**src/rtl/cu_pkg.sv**
```systemverilog
package cu_pkg;
  typedef enum logic [1:0] {
    PH_IDLE  = 2'd0,
    PH_FETCH = 2'd1,
    PH_EXEC  = 2'd2,
    PH_WB    = 2'd3
  } cu_phase_e;

  function automatic logic [1:0] phase_code(logic busy, logic fired, logic got);
    if (!busy)      return PH_IDLE;
    else if (got)   return PH_WB;
    else if (fired) return PH_EXEC;
    else            return PH_FETCH;
  endfunction
endpackage

```
**src/rtl/cu_opnd_fetch.sv**
```systemverilog
module cu_opnd_fetch #(
  parameter int NUM_SRC = 3,
  parameter int DATA_W  = 16
) (
  input  logic                      clk_i,
  input  logic                      rst_ni,
  input  logic                      start_i,
  input  logic                      busy_i,
  input  logic [NUM_SRC-1:0]        need_init_i,
  input  logic [NUM_SRC-1:0]        rel_i,
  input  logic [NUM_SRC*DATA_W-1:0] data_i,
  output logic [NUM_SRC-1:0]        req_o,
  output logic                      all_held_o,
  output logic [NUM_SRC*DATA_W-1:0] src_o
);
  logic [NUM_SRC-1:0] need_q;
  logic [NUM_SRC-1:0] need_cur;
  logic [NUM_SRC-1:0] hit;

  for (genvar i = 0; i < NUM_SRC; i++) begin : g_opnd
    logic [DATA_W-1:0] src_q;
    logic [DATA_W-1:0] src_cur;

    always_comb begin
      if (busy_i)       need_cur[i] = need_q[i];
      else if (start_i) need_cur[i] = need_init_i[i];
      else              need_cur[i] = 1'b0;
      hit[i] = need_cur[i] & rel_i[i];
      if (hit[i])       src_cur = data_i[i*DATA_W +: DATA_W];
      else if (start_i) src_cur = '0;
      else              src_cur = src_q;
    end

    always_ff @(posedge clk_i or negedge rst_ni) begin
      if (!rst_ni) begin
        need_q[i] <= 1'b0;
        src_q     <= '0;
      end else begin
        need_q[i] <= need_cur[i] & ~rel_i[i];
        src_q     <= src_cur;
      end
    end

    assign src_o[i*DATA_W +: DATA_W] = src_cur;
  end

  assign req_o      = need_cur;
  assign all_held_o = ~|(need_cur & ~hit);
endmodule

```
**src/rtl/cu_result_wb.sv**
```systemverilog
module cu_result_wb #(
  parameter int NUM_DST = 2,
  parameter int DATA_W  = 16
) (
  input  logic                      clk_i,
  input  logic                      rst_ni,
  input  logic                      cap_i,
  input  logic                      done_i,
  input  logic [NUM_DST-1:0]        dst_mask_i,
  input  logic [NUM_DST*DATA_W-1:0] res_data_i,
  input  logic [NUM_DST-1:0]        rel_i,
  output logic [NUM_DST-1:0]        req_o,
  output logic [NUM_DST*DATA_W-1:0] wr_data_o,
  output logic                      got_q_o,
  output logic                      got_o,
  output logic                      all_rel_o
);
  logic                      got_q;
  logic [NUM_DST-1:0]        pend_q;
  logic [NUM_DST-1:0]        pend_cur;
  logic [NUM_DST*DATA_W-1:0] data_q;

  always_comb begin
    if (got_q)      pend_cur = pend_q;
    else if (cap_i) pend_cur = dst_mask_i;
    else            pend_cur = '0;
  end

  for (genvar j = 0; j < NUM_DST; j++) begin : g_dst
    assign wr_data_o[j*DATA_W +: DATA_W] =
      got_q ? data_q[j*DATA_W +: DATA_W] : res_data_i[j*DATA_W +: DATA_W];
  end

  always_ff @(posedge clk_i or negedge rst_ni) begin
    if (!rst_ni) begin
      got_q  <= 1'b0;
      pend_q <= '0;
      data_q <= '0;
    end else begin
      got_q  <= (got_q | cap_i) & ~done_i;
      pend_q <= pend_cur & ~rel_i;
      if (cap_i) data_q <= res_data_i;
    end
  end

  assign req_o     = pend_cur;
  assign got_q_o   = got_q;
  assign got_o     = got_q | cap_i;
  assign all_rel_o = ~|(pend_cur & ~rel_i);
endmodule

```
**src/rtl/cu_alu_unit.sv**
```systemverilog
module cu_alu_unit #(
  parameter int NUM_SRC = 3,
  parameter int NUM_DST = 2,
  parameter int DATA_W  = 16,
  parameter int OP_W    = 8
) (
  input  logic                      clk_i,
  input  logic                      rst_ni,
  input  logic                      issue_i,
  input  logic [OP_W-1:0]           op_i,
  input  logic [NUM_SRC-1:0]        src_mask_i,
  input  logic [NUM_DST-1:0]        dst_mask_i,
  output logic                      busy_o,
  output logic                      done_o,
  output logic [NUM_SRC-1:0]        rd_req_o,
  input  logic [NUM_SRC-1:0]        rd_rel_i,
  input  logic [NUM_SRC*DATA_W-1:0] rd_data_i,
  output logic                      alu_valid_o,
  input  logic                      alu_ready_i,
  output logic [OP_W-1:0]           alu_op_o,
  output logic [NUM_SRC*DATA_W-1:0] alu_src_o,
  input  logic                      res_valid_i,
  output logic                      res_ready_o,
  input  logic [NUM_DST*DATA_W-1:0] res_data_i,
  output logic [NUM_DST-1:0]        wr_req_o,
  input  logic [NUM_DST-1:0]        wr_rel_i,
  output logic [NUM_DST*DATA_W-1:0] wr_data_o
);
  import cu_pkg::*;

  localparam int ZERO_BIT = OP_W - 1;

  logic               busy_q;
  logic               fired_q;
  logic [OP_W-1:0]    op_q;
  logic [NUM_DST-1:0] dst_q;
  logic               issue_acc;
  logic               active;
  logic               alu_fire;
  logic               fired_eff;
  logic               res_cap;
  logic               all_held;
  logic               got_q;
  logic               got_eff;
  logic               all_rel;
  logic [NUM_SRC-1:0] need_init;
  logic [NUM_SRC-1:0] zero_mask;
  logic [NUM_DST-1:0] dst_cur;
  logic [1:0]         phase;

  assign issue_acc = issue_i & ~busy_q;
  assign active    = busy_q | issue_acc;

  always_comb begin
    zero_mask    = '0;
    zero_mask[0] = op_i[ZERO_BIT];
    need_init    = src_mask_i & ~zero_mask;
  end

  assign alu_op_o = busy_q ? op_q : op_i;
  assign dst_cur  = busy_q ? dst_q : dst_mask_i;

  cu_opnd_fetch #(
    .NUM_SRC (NUM_SRC),
    .DATA_W  (DATA_W)
  ) u_fetch (
    .clk_i       (clk_i),
    .rst_ni      (rst_ni),
    .start_i     (issue_acc),
    .busy_i      (busy_q),
    .need_init_i (need_init),
    .rel_i       (rd_rel_i),
    .data_i      (rd_data_i),
    .req_o       (rd_req_o),
    .all_held_o  (all_held),
    .src_o       (alu_src_o)
  );

  assign alu_valid_o = active & ~fired_q & all_held;
  assign alu_fire    = alu_valid_o & alu_ready_i;
  assign fired_eff   = fired_q | alu_fire;
  assign res_ready_o = active & fired_eff & ~got_q;
  assign res_cap     = res_ready_o & res_valid_i;

  cu_result_wb #(
    .NUM_DST (NUM_DST),
    .DATA_W  (DATA_W)
  ) u_wb (
    .clk_i      (clk_i),
    .rst_ni     (rst_ni),
    .cap_i      (res_cap),
    .done_i     (done_o),
    .dst_mask_i (dst_cur),
    .res_data_i (res_data_i),
    .rel_i      (wr_rel_i),
    .req_o      (wr_req_o),
    .wr_data_o  (wr_data_o),
    .got_q_o    (got_q),
    .got_o      (got_eff),
    .all_rel_o  (all_rel)
  );

  assign done_o = active & got_eff & all_rel;
  assign busy_o = busy_q;
  assign phase  = phase_code(busy_q, fired_q, got_q);

  always_ff @(posedge clk_i or negedge rst_ni) begin
    if (!rst_ni) begin
      busy_q  <= 1'b0;
      fired_q <= 1'b0;
      op_q    <= '0;
      dst_q   <= '0;
    end else begin
      busy_q  <= active & ~done_o;
      fired_q <= fired_eff & ~done_o;
      if (issue_acc) begin
        op_q  <= op_i;
        dst_q <= dst_mask_i;
      end
    end
  end
endmodule

```
**config.mk**
```make
export PLATFORM = sky130hd
export DESIGN_NAME = cu_alu_unit
export DESIGN_NICKNAME = d
export VERILOG_FILES = /design/src/rtl/cu_pkg.sv /design/src/rtl/cu_opnd_fetch.sv /design/src/rtl/cu_result_wb.sv /design/src/rtl/cu_alu_unit.sv
export SDC_FILE = /design/constraint.sdc
export NUM_CORES = 1
export LEC_CHECK = 0
export ABC_AREA = 1
export CAP_MARGIN = 0
export CORE_MARGIN = 4
export CORE_UTILIZATION = 35
export CTS_CLUSTER_SIZE = 8
export DETAILED_ROUTE_END_ITERATION = 8
export GPL_TIMING_DRIVEN = 1
export PLACE_DENSITY = 0.77
export SLEW_MARGIN = 0
export SYNTH_ARGS = -nofsm -noshare
export SYNTH_HDL_FRONTEND = slang
export SYNTH_SLANG_ARGS = --single-unit
```
**constraint.sdc**
```tcl
create_clock -name clk_i -period 3.1 [get_ports clk_i]
set_clock_uncertainty 0.2 [all_clocks]
set_input_delay 0.62 -clock clk_i [delete_from_list [all_inputs] [get_ports clk_i]]
set_output_delay 0.62 -clock clk_i [all_outputs]
set_load 0.005 [all_outputs]
```
==> results of run 1 <==
==> state kept, by name, indices dropped and copies added, names as in the netlist <==
name,cells
fired_q,1
busy_o,1
dst_q,2
u_wb.pend_q,2
u_fetch.need_q,3
op_q,8
u_fetch.g_opnd.src_q,48
u_wb.got_q_o,1
u_wb.data_q,32
==> power by group <==
group	leakage [nW]	internal (mW)	total (mW)	switching, mW
Sequential	1.28	1.74	1.94	0.195
Combinational	2.71	1.30	2.44	1.14
Clock	0.143	0.608	1.06	0.455
Total	4.13	3.65	5.44	1.80
==> metrics by stage <==
stage / worst slack [ns] / power, mW / hold slack, ns / setup TNS, ns
finish: 0.0712 / 5.44 / 0.165 / 0
CTS: 0.000689 / 5.55 / 0.189 / 0
global route: 0.000629 / 5.88 / 0.229 / 0
global placement: -0.301 / 4.43 / 0.267 / -9.96
floorplan: 0.617 / 3.03 / 0.124 / 0
detailed placement: -0.370 / 4.49 / 0.275 / -11.53
==> cells in the final DEF, fill, tap and decap left out, types with 9 or more instances in the layout <==
cell               n
buf_4             35
o21ai_1           12
clkbuf_16          9
o21ai_0           72
inv_1             61
dlymetal6s2s_1    29
nand3_1           96
dfrtp_1           97
nand2_1          150
clkdlybuf4s50_1  144
dlygate4sd2_1     23
==> kinds of logic (layout without fill, tap and decap cells) <==
| kind of cell | after synthesis | count (layout) | share of synthesized area (%) |
|---|---|---|---|
| and+or+nand+nor | 268 | 268 | 26.6 |
| buffers and inverters | 101 | 323 | 9.07 |
| DFF | 98 | 98 | 54.5 |
| AOI/OAI and AO/OA | 86 | 86 | 9.82 |
==> per-layer routing <==
metal  part of all wire (%)  vias up  track usage (%)
met1                     43     1977             22.3
met3                     11       13             7.04
met4                    1.5        0             5.25
li1                       -     2211                -
met5                      0        -                0
met2                     45      159             26.6
==> worst min path at each step <==
stage	startpoint	slack [ns]	endpoint	depth (start not counted)
detailed placement	op_q[7]$_DFFE_PN0P_	0.27	op_q[7]$_DFFE_PN0P_	2
finish	rst_ni	0.16	u_wb.data_q[17]$_DFFE_PN0P_	1
floorplan	rst_ni	0.12	busy_o$_DFF_PN0_	0
global route	rst_ni	0.23	u_wb.data_q[17]$_DFFE_PN0P_	1
global placement	dst_q[0]$_DFFE_PN0P_	0.27	dst_q[0]$_DFFE_PN0P_	2
CTS	rst_ni	0.19	u_wb.data_q[17]$_DFFE_PN0P_	1
==> layout make-up <==
class	count	area (um2)
timing repair buffer	243	2440
tap	172	215
clock inverter	2	10.0
multi-input combinational	354	1650
inverter	64	240
fill	1135	5330
sequential	98	2450
clock buffer	14	274
==> worst max-delay path, cell delays in order <==
cell,delay [ns]
clkdlybuf4s50_1,0.47
nand3_2,0.10
nand2_4,0.09
buf_12,0.14
buf_4,0.12
nand3_1,0.07
nand2_1,0.09
clkdlybuf4s50_1,0.50
==> what timing repair did <==
item,CTS,global route
hold endpoints to repair,0,0
resized for setup,36,38
gates cloned,1,0
setup buffers,3,5
endpoints found under the setup margin,53,33
pin swaps,1,0
==> metrics.txt, run 1 <==
Reg clk slew, reported paths=0.06 ns; CP Capture Type=primary output; crit start category=primary input; Pre-antenna DRT Iters=4; CP Launch Point=src_mask_i[1]; top-level I/O count=200; Initial Util=35.6%; Ant. Diodes=0; reg-to-reg startpoint=busy_o$_DFF_PN0_; Crit Path Class=primary input to primary output; Peak supply drop=333 uV; crit path DAT=2.21 ns; worst skew pair latency=0.34 ns; worst flop-to-flop path endpoint=u_wb.got_q_o$_DFF_PN0_; Hold WC Path Type=primary input to async pin; Worst Reg2Reg Path Length in Cells=13; post-DP HPWL=9260 um; design area=7290 um2; Synth Net Count=656; number of synthesized flops with an enable pin=0; Cells after Synth=553; area share of the largest cell type after synthesis=54.5%; sequential element share of the synthesized area=54.5%; Hold Vio Cnt, Final=0; DRC viols=0; synth warn=0; cts bufs inserted=9; Routed WL=12,900 um; setup violators final=0; Commonest cells post-synth=nand2_1 (153), dfrtp_1 (98), nand3_1 (96); Yosys cell types=20; Synth Cell Area=4500 um2; DR iter-0 viols=223; most common cell in the netlist=nand2_1; Non-Filler Instances=947; vias in the first global route=4,217; Final period util=97.7%; Placed Cells=922; Via density=4.60; Worst-Margin Slew=0.774 ns; Cell Pwr Density=747 nW/um2; Synth Area per Inst=8.13 um2; RSZ-0062 raised after global routing=false; core footprint=12,600 um2; first-pass GRT wire length=20,400 um; Sink Count=98; Post-DP Area=6850 um2; Util after Layout=57.8%; Required @ worst endpoint=2.28 ns; Lkg Pwr=4.13 nW; maximum fanout along the worst path=12; gr usage total=17.3%; I/O Buffers=199; initial antenna violation count=0; CTS tree=done; synthesized flop and latch total=98; Detail Route Antenna Nets=0; area grow syn2layout=62.1%; Tmin final=3.03 ns; Die Y=121 um; H-tree levels=3; Relative slew margins=48.4%; DR WL/cell=13.6 um; Max clock buf depth=2; total number of vias=4,360; clk root buf=clkbuf_16; Synth async-reset ratio=100%; Synth area leader=dfrtp_1; Synth area leaders=dfrtp_1 (55%), nand2_1 (13%), nand3_1 (11%); outcome=complete, no violations; pin count of the biggest net entering global routing=67; share of cells above drive strength 1=10.6%; hold-fix buffer count after cts=0; fin. max-slew vios=0; CP Capture Point=alu_src_o[27]; GP Congestion=0.784; achievable frequency=330 MHz; Core Rows=41; gr ovfl total=0; ys flop type=dfrtp_1; Die X-Extent=121 um; max cap viols=0; final net count=873; FF-to-FF setup slack=0.93 ns; Die Outline Area=14,700 um2
No activity file was read; power rests on OpenSTA's default activity.
==> run 2: changes to the inputs <==
- PLACE_DENSITY: 0.77 -> 0.8
- clock period: 3.1 -> 2.7 ns (I/O delays scaled with it)
==> metrics.txt, run 2 (synthesis results as in run 1) <==
clk root buf=clkbuf_16 (unchanged); CP Capture Type=primary output (unchanged); core footprint=12,600 um2 (unchanged); Die Y=121 um (unchanged); top-level I/O count=200 (unchanged); Largest register FFs=48 (unchanged); fin. max-slew vios=0 (unchanged); Initial Util=35.6% (unchanged); Final Worst Setup Slack=0.121 ns (was 0.0712 ns); initial antenna violation count=1 (was 0); DRC viols=0 (unchanged); Die Outline Area=14,700 um2 (unchanged); Core Rows=41 (unchanged); setup violators final=0 (unchanged); pin count of the biggest net entering global routing=69 (was 67); biggest regs=u_fetch.g_opnd.src_q (48), u_wb.data_q (32), op_q (8) (unchanged); post-DP HPWL=9370 um (was 9260 um); Hold WC Path Type=flip-flop to flip-flop (was primary input to async pin); Sink Count=98 (unchanged); DR iter-0 viols=210 (was 223); Die X-Extent=121 um (unchanged); crit path DAT=1.84 ns (was 2.21 ns); RSZ-0062 raised after global routing=true (was false); Logic pwr share=44.5% (was 44.9%); Ant. Diodes=0 (unchanged); total chip power=6.36 mW (was 5.44 mW); worst skew pair latency=0.34 ns (about the same); area grow syn2layout=63.3% (was 62.1%); Sw Pwr=2.10 mW (was 1.80 mW); total number of vias=4,394 (was 4,360); max cap viols=0 (unchanged); Biggest register=u_fetch.g_opnd.src_q (unchanged); vias in the first global route=4,275 (was 4,217); Detail Route Antenna Nets=0 (unchanged); Pint=4.26 mW (was 3.65 mW); Peak supply drop=405 uV (was 333 uV); Required @ worst endpoint=1.96 ns (was 2.28 ns); Worst-Margin Slew=0.548 ns (was 0.774 ns); Relative slew margins=63.5% (was 48.4%); gr ovfl total=0 (unchanged); I/O Buffers=199 (unchanged); Cell Pwr Density=866 nW/um2 (was 747 nW/um2); most frequent cells in the layout=nand2_1 (145), clkdlybuf4s50_1 (136), nand3_1 (96), dfrtp_1 (96), o21ai_0 (72) (was nand2_1 (150), clkdlybuf4s50_1 (144), dfrtp_1 (97), nand3_1 (96), o21ai_0 (72)); Post-DP Area=6900 um2 (was 6850 um2); Pre-antenna DRT Iters=4 (unchanged); maximum fanout along the worst path=6 (was 12); Sw Ratio=33.0% (about the same); DR WL/cell=13.4 um (was 13.6 um); Routed WL=12,800 um (was 12,900 um); GP Congestion=0.766 (was 0.784); Place WS=-0.610 ns (was -0.370 ns); CTS tree=done (unchanged); gr usage total=17.6% (was 17.3%); first-pass GRT wire length=20,800 um (was 20,400 um); crit start category=flip-flop (was primary input); Max clock buf depth=2 (unchanged); outcome=complete, no violations (unchanged); Final period util=95.5%; Via density=4.63 (was 4.60); final net count=875 (was 873); design area=7340 um2 (was 7290 um2); Tmin final=2.58 ns; achievable frequency=388 MHz; H-tree levels=3 (unchanged); Reg power frac=35.2% (was 35.6%); Hold Vio Cnt, Final=0 (unchanged); share of cells above drive strength 1=12.7% (was 10.6%); Lkg Pwr=3.84 nW (was 4.13 nW); commonest non-fill, non-tap cell in the layout=nand2_1 (unchanged); Crit Path Class=flip-flop to primary output (was primary input to primary output); clock share of power=20.4% (was 19.5%); Reg clk slew, reported paths=0.06 ns (about the same); worst hold margin=0.286 ns (was 0.165 ns); cts bufs inserted=9 (unchanged)
[run 2: per-stage QoR]
| step | utilization (%) | instances | setup TNS [ns] |
|---|---|---|---|
| 3_3_place_gp | 54.7 | 925 | -24.73 |
| 5_1_grt | 58.2 | 949 | -0.0352 |
| 4_1_cts | 57.6 | 947 | -0.0482 |
| 6_report | 58.2 | 949 | 0 |
| 2_1_floorplan | - | 553 | 0 |
| 3_5_place_dp | 54.7 | 925 | -26.03 |
[run 2: what timing repair did]
item | in CTS | in global routing
endpoints found under the hold margin | 10 | 0
cloned | 1 | 0
setup buffers | 4 | 2
resized for setup | 103 | 28
hold buffers | 1 | 0
endpoints found under the setup margin | 56 | 53
pin swaps | 4 | 12
[run 2: power by group through the flow]
stage                     Combinational (mW)  Sequential [mW]  Clock [mW]
final                                   2.83             2.24        1.29
after floorplan                         1.29             2.19           0
after global placement                  2.89             2.22           0
after CTS                               2.84             2.23        1.35
after detailed placement                2.93             2.25           0
after global routing                    3.18             2.29        1.40
[run 2: critical path, cell delays in order (launching register included)]
cell and delay (ns):
dfrtp_2 0.47, inv_4 0.11, nand3_4 0.07, nand2_4 0.10, nand2_4 0.06, nand2_4 0.07, inv_2 0.03, nand3_2 0.07
nand2_4 0.06, nand4_1 0.07, nand2_1 0.08, nand2_2 0.09, nand3_2 0.07, inv_2 0.06, buf_6 0.09
[run 2: final timing paths]
check	from	end	slack, ns	cells after the start
setup / recovery	busy_o$_DFF_PN0_	done_o	0.12	14
hold / removal	op_q[7]$_DFFE_PN0P_	op_q[7]$_DFFE_PN0P_	0.29	2
setup reg to reg	busy_o$_DFF_PN0_	u_wb.got_q_o$_DFF_PN0_	0.56	13
hold reg to reg	op_q[7]$_DFFE_PN0P_	op_q[7]$_DFFE_PN0P_	0.29	2
max in group asynchronous	rst_ni	u_fetch.g_opnd[2].src_q[15]$_DFF_PN0_	1.31	3
min in group asynchronous	rst_ni	u_wb.data_q[17]$_DFFE_PN0P_	0.40	2
[run 2: final cells by class]
class	count	area, um2
flip-flops and latches	98	2450
multi-input cells	354	1710
clock buffers	14	264
inverters	64	243
well taps	172	215
fillers	1147	5280
repair buffers	245	2420
clock inverters	2	35.0
[run 2: metal layers]
metal	part of all wire [%]	vias to the layer above	GRT usage (%)
li1	-	2209	-
met1	42	1993	22.7
met2	46	177	27.6
met3	10	13	6.48
met4	1.2	2	5.46
met5	0.063	-	0
==> run 3: changes to the inputs <==
- REMOVE_ABC_BUFFERS: not set -> 1
==> metrics.txt, run 3 (synthesis results as in run 1) <==
outcome=finished with violations (was complete, no violations); failing checks=negative setup slack; Lkg Pwr=3.84 nW (about the same); Hold Vio Cnt, Final=0 (unchanged); Largest register FFs=48 (unchanged); fin. max-slew vios=0 (unchanged); achievable frequency=362 MHz (was 388 MHz); Pre-antenna DRT Iters=4 (unchanged); GP Congestion=0.758 (was 0.766); Routed WL=13,000 um (was 12,800 um); CP max-delay cell=dfrtp_2 (unchanged); crit start category=flip-flop (unchanged); pin count of the biggest net entering global routing=69 (unchanged); setup violators final=12 (was 0); core footprint=12,600 um2 (unchanged); Die Outline Area=14,700 um2 (unchanged); Cell Pwr Density=881 nW/um2 (was 866 nW/um2); initial antenna violation count=1 (unchanged); final net count=888 (was 875); Final Worst Setup Slack=-0.0614 ns (was 0.121 ns); most frequent cells in the layout=clkdlybuf4s50_1 (147), nand2_1 (144), nand3_1 (96), dfrtp_1 (96), o21ai_0 (71) (was nand2_1 (145), clkdlybuf4s50_1 (136), nand3_1 (96), dfrtp_1 (96), o21ai_0 (72)); Crit path largest cell delay=0.45 ns (was 0.47 ns); CP Capture Type=primary output (unchanged); crit path DAT=2.02 ns (was 1.84 ns); clk root buf=clkbuf_16 (unchanged); CTS tree=done (unchanged); Peak supply drop=417 uV (was 405 uV); number of buffers and inverters on the critical path=6 (was 4); top-level I/O count=200 (unchanged); # fillers=1,187 (was 1,147); Max clock buf depth=2 (unchanged); crit-path most repeated cell=nand2_4 (unchanged); Final period util=102% (was 95.5%); worst skew pair latency=0.35 ns (was 0.34 ns); area grow syn2layout=65.2% (was 63.3%); commonest non-fill, non-tap cell in the layout=clkdlybuf4s50_1 (was nand2_1); share of cells above drive strength 1=14.7% (was 12.7%); Required @ worst endpoint=1.96 ns (about the same); Die X-Extent=121 um (unchanged); Die Y=121 um (unchanged); first-pass GRT wire length=20,900 um (was 20,800 um); cts bufs inserted=9 (unchanged); Core Rows=41 (unchanged); crit-path leading delay family=buffers and inverters (was simple AND/OR/NAND/NOR gates); H-tree levels=3 (unchanged); post-DP HPWL=9210 um (was 9370 um); Relative slew margins=62.9% (was 63.5%); total number of vias=4,422 (was 4,394); gr ovfl total=0 (unchanged); DR WL/cell=13.5 um (was 13.4 um); maximum fanout along the worst path=5 (was 6); gr usage total=17.7% (was 17.6%); RSZ-0062 raised after global routing=true (unchanged); Non-Filler Instances=964 (was 949); max cap viols=0 (unchanged); TNS Setup=-0.360 ns (was 0 ns); Placed Cells=929 (was 925); Detail Route Antenna Nets=0 (unchanged); Worst-Margin Slew=0.557 ns (was 0.548 ns); Tmin final=2.76 ns (was 2.58 ns); DR iter-0 viols=217 (was 210); Sink Count=98 (unchanged); Biggest register=u_fetch.g_opnd.src_q (unchanged); worst path cell trace=inv_2, nand3_2, nand2_4, buf_4, nand2_4, nand2_4, inv_2, nand3_2, nand2_4, nand4_1, nand2_1, buf_4, buf_4, buf_2 (was inv_4, nand3_4, nand2_4, nand2_4, nand2_4, inv_2, nand3_2, nand2_4, nand4_1, nand2_1, nand2_2, nand3_2, inv_2, buf_6); Hold WC Path Type=flip-flop to flip-flop (unchanged); Reg clk slew, reported paths=0.07 ns (was 0.06 ns); I/O Buffers=199 (unchanged); vias in the first global route=4,284 (was 4,275); DRC viols=0 (unchanged); biggest regs=u_fetch.g_opnd.src_q (48), u_wb.data_q (32), op_q (8) (unchanged); Initial Util=35.6% (unchanged); Via density=4.59 (was 4.63); Crit Path Class=flip-flop to primary output (unchanged)
[run 3: layout make-up]
| class | count | area, um2 | share of cell area, % |
|---|---|---|---|
| clock buffers | 12 | 256 | 3.45 |
| flip-flops and latches | 98 | 2450 | 33.0 |
| diodes | 2 | 5.00 | 0.0674 |
| repair buffers | 258 | 2500 | 33.7 |
| multi-input cells | 354 | 1700 | 22.9 |
| well taps | 172 | 215 | 2.90 |
| inverters | 64 | 243 | 3.27 |
| clock inverters | 4 | 50.0 | 0.674 |
[run 3: per-layer routing]
layer | global-route usage [%] | part of all wire [%]
met1 | 22.8 | 44
met2 | 28.1 | 47
met3 | 5.22 | 8.1
met4 | 6.72 | 1.6
met5 | 0 | 0
[run 3: repair_timing]
| item | 4_1_cts | 5_1_grt |
|---|---|---|
| resized for setup | 94 | 18 |
| gates cloned | 2 | 0 |
| hold buffers | 1 | 0 |
| hold endpoints to repair | 16 | 0 |
| endpoints found under the setup margin | 56 | 41 |
| buffers inserted | 9 | 5 |
| pin swaps | 17 | 11 |
[run 3: final timing paths]
path                                        startpoint                           to  slack (ns)  cells after the start
max                                   busy_o$_DFF_PN0_                  wr_req_o[0]       -0.06                     14
min                        u_wb.data_q[27]$_DFFE_PN0P_  u_wb.data_q[27]$_DFFE_PN0P_        0.29                      2
max in group asynchronous                       rst_ni             busy_o$_DFF_PN0_        1.31                      3
min reg2reg                u_wb.data_q[27]$_DFFE_PN0P_  u_wb.data_q[27]$_DFFE_PN0P_        0.29                      2
max reg2reg                           busy_o$_DFF_PN0_       u_wb.got_q_o$_DFF_PN0_        0.46                     14
min in group asynchronous                       rst_ni  u_wb.data_q[23]$_DFFE_PN0P_        0.42                      2
[run 3: power by group]
part	switching [mW]	internal, mW
sequential	0.229	2.00
clock	0.555	0.768
combinational	1.38	1.61
total	2.17	4.38
[run 3: stage by stage]
stage | util, % | hold WS (ns) | setup WS [ns] | instance area [um2] | power [mW]
floorplan | - | 0.0444 | -0.711 | 4330 | 3.37
CTS | 58.3 | 0.291 | -0.161 | 7360 | 6.57
finish | 58.9 | 0.286 | -0.0614 | 7430 | 6.55
global route | 58.9 | 0.316 | -0.186 | 7430 | 7.07
global placement | 54.7 | 0.231 | -0.595 | 6900 | 5.10
detailed placement | 54.7 | 0.232 | -0.655 | 6900 | 5.18
[run 3: worst register-to-register path: stages, from the launching register on]
cell	delay [ns]
dfrtp_2	0.45
inv_2	0.10
nand3_2	0.08
nand2_4	0.08
buf_4	0.12
nand2_4	0.05
nand2_4	0.07
inv_2	0.03
nand3_2	0.08
nand2_4	0.08
nand3_4	0.08
buf_4	0.48
nand2_1	0.11
nand2_1	0.09
inv_1	0.04
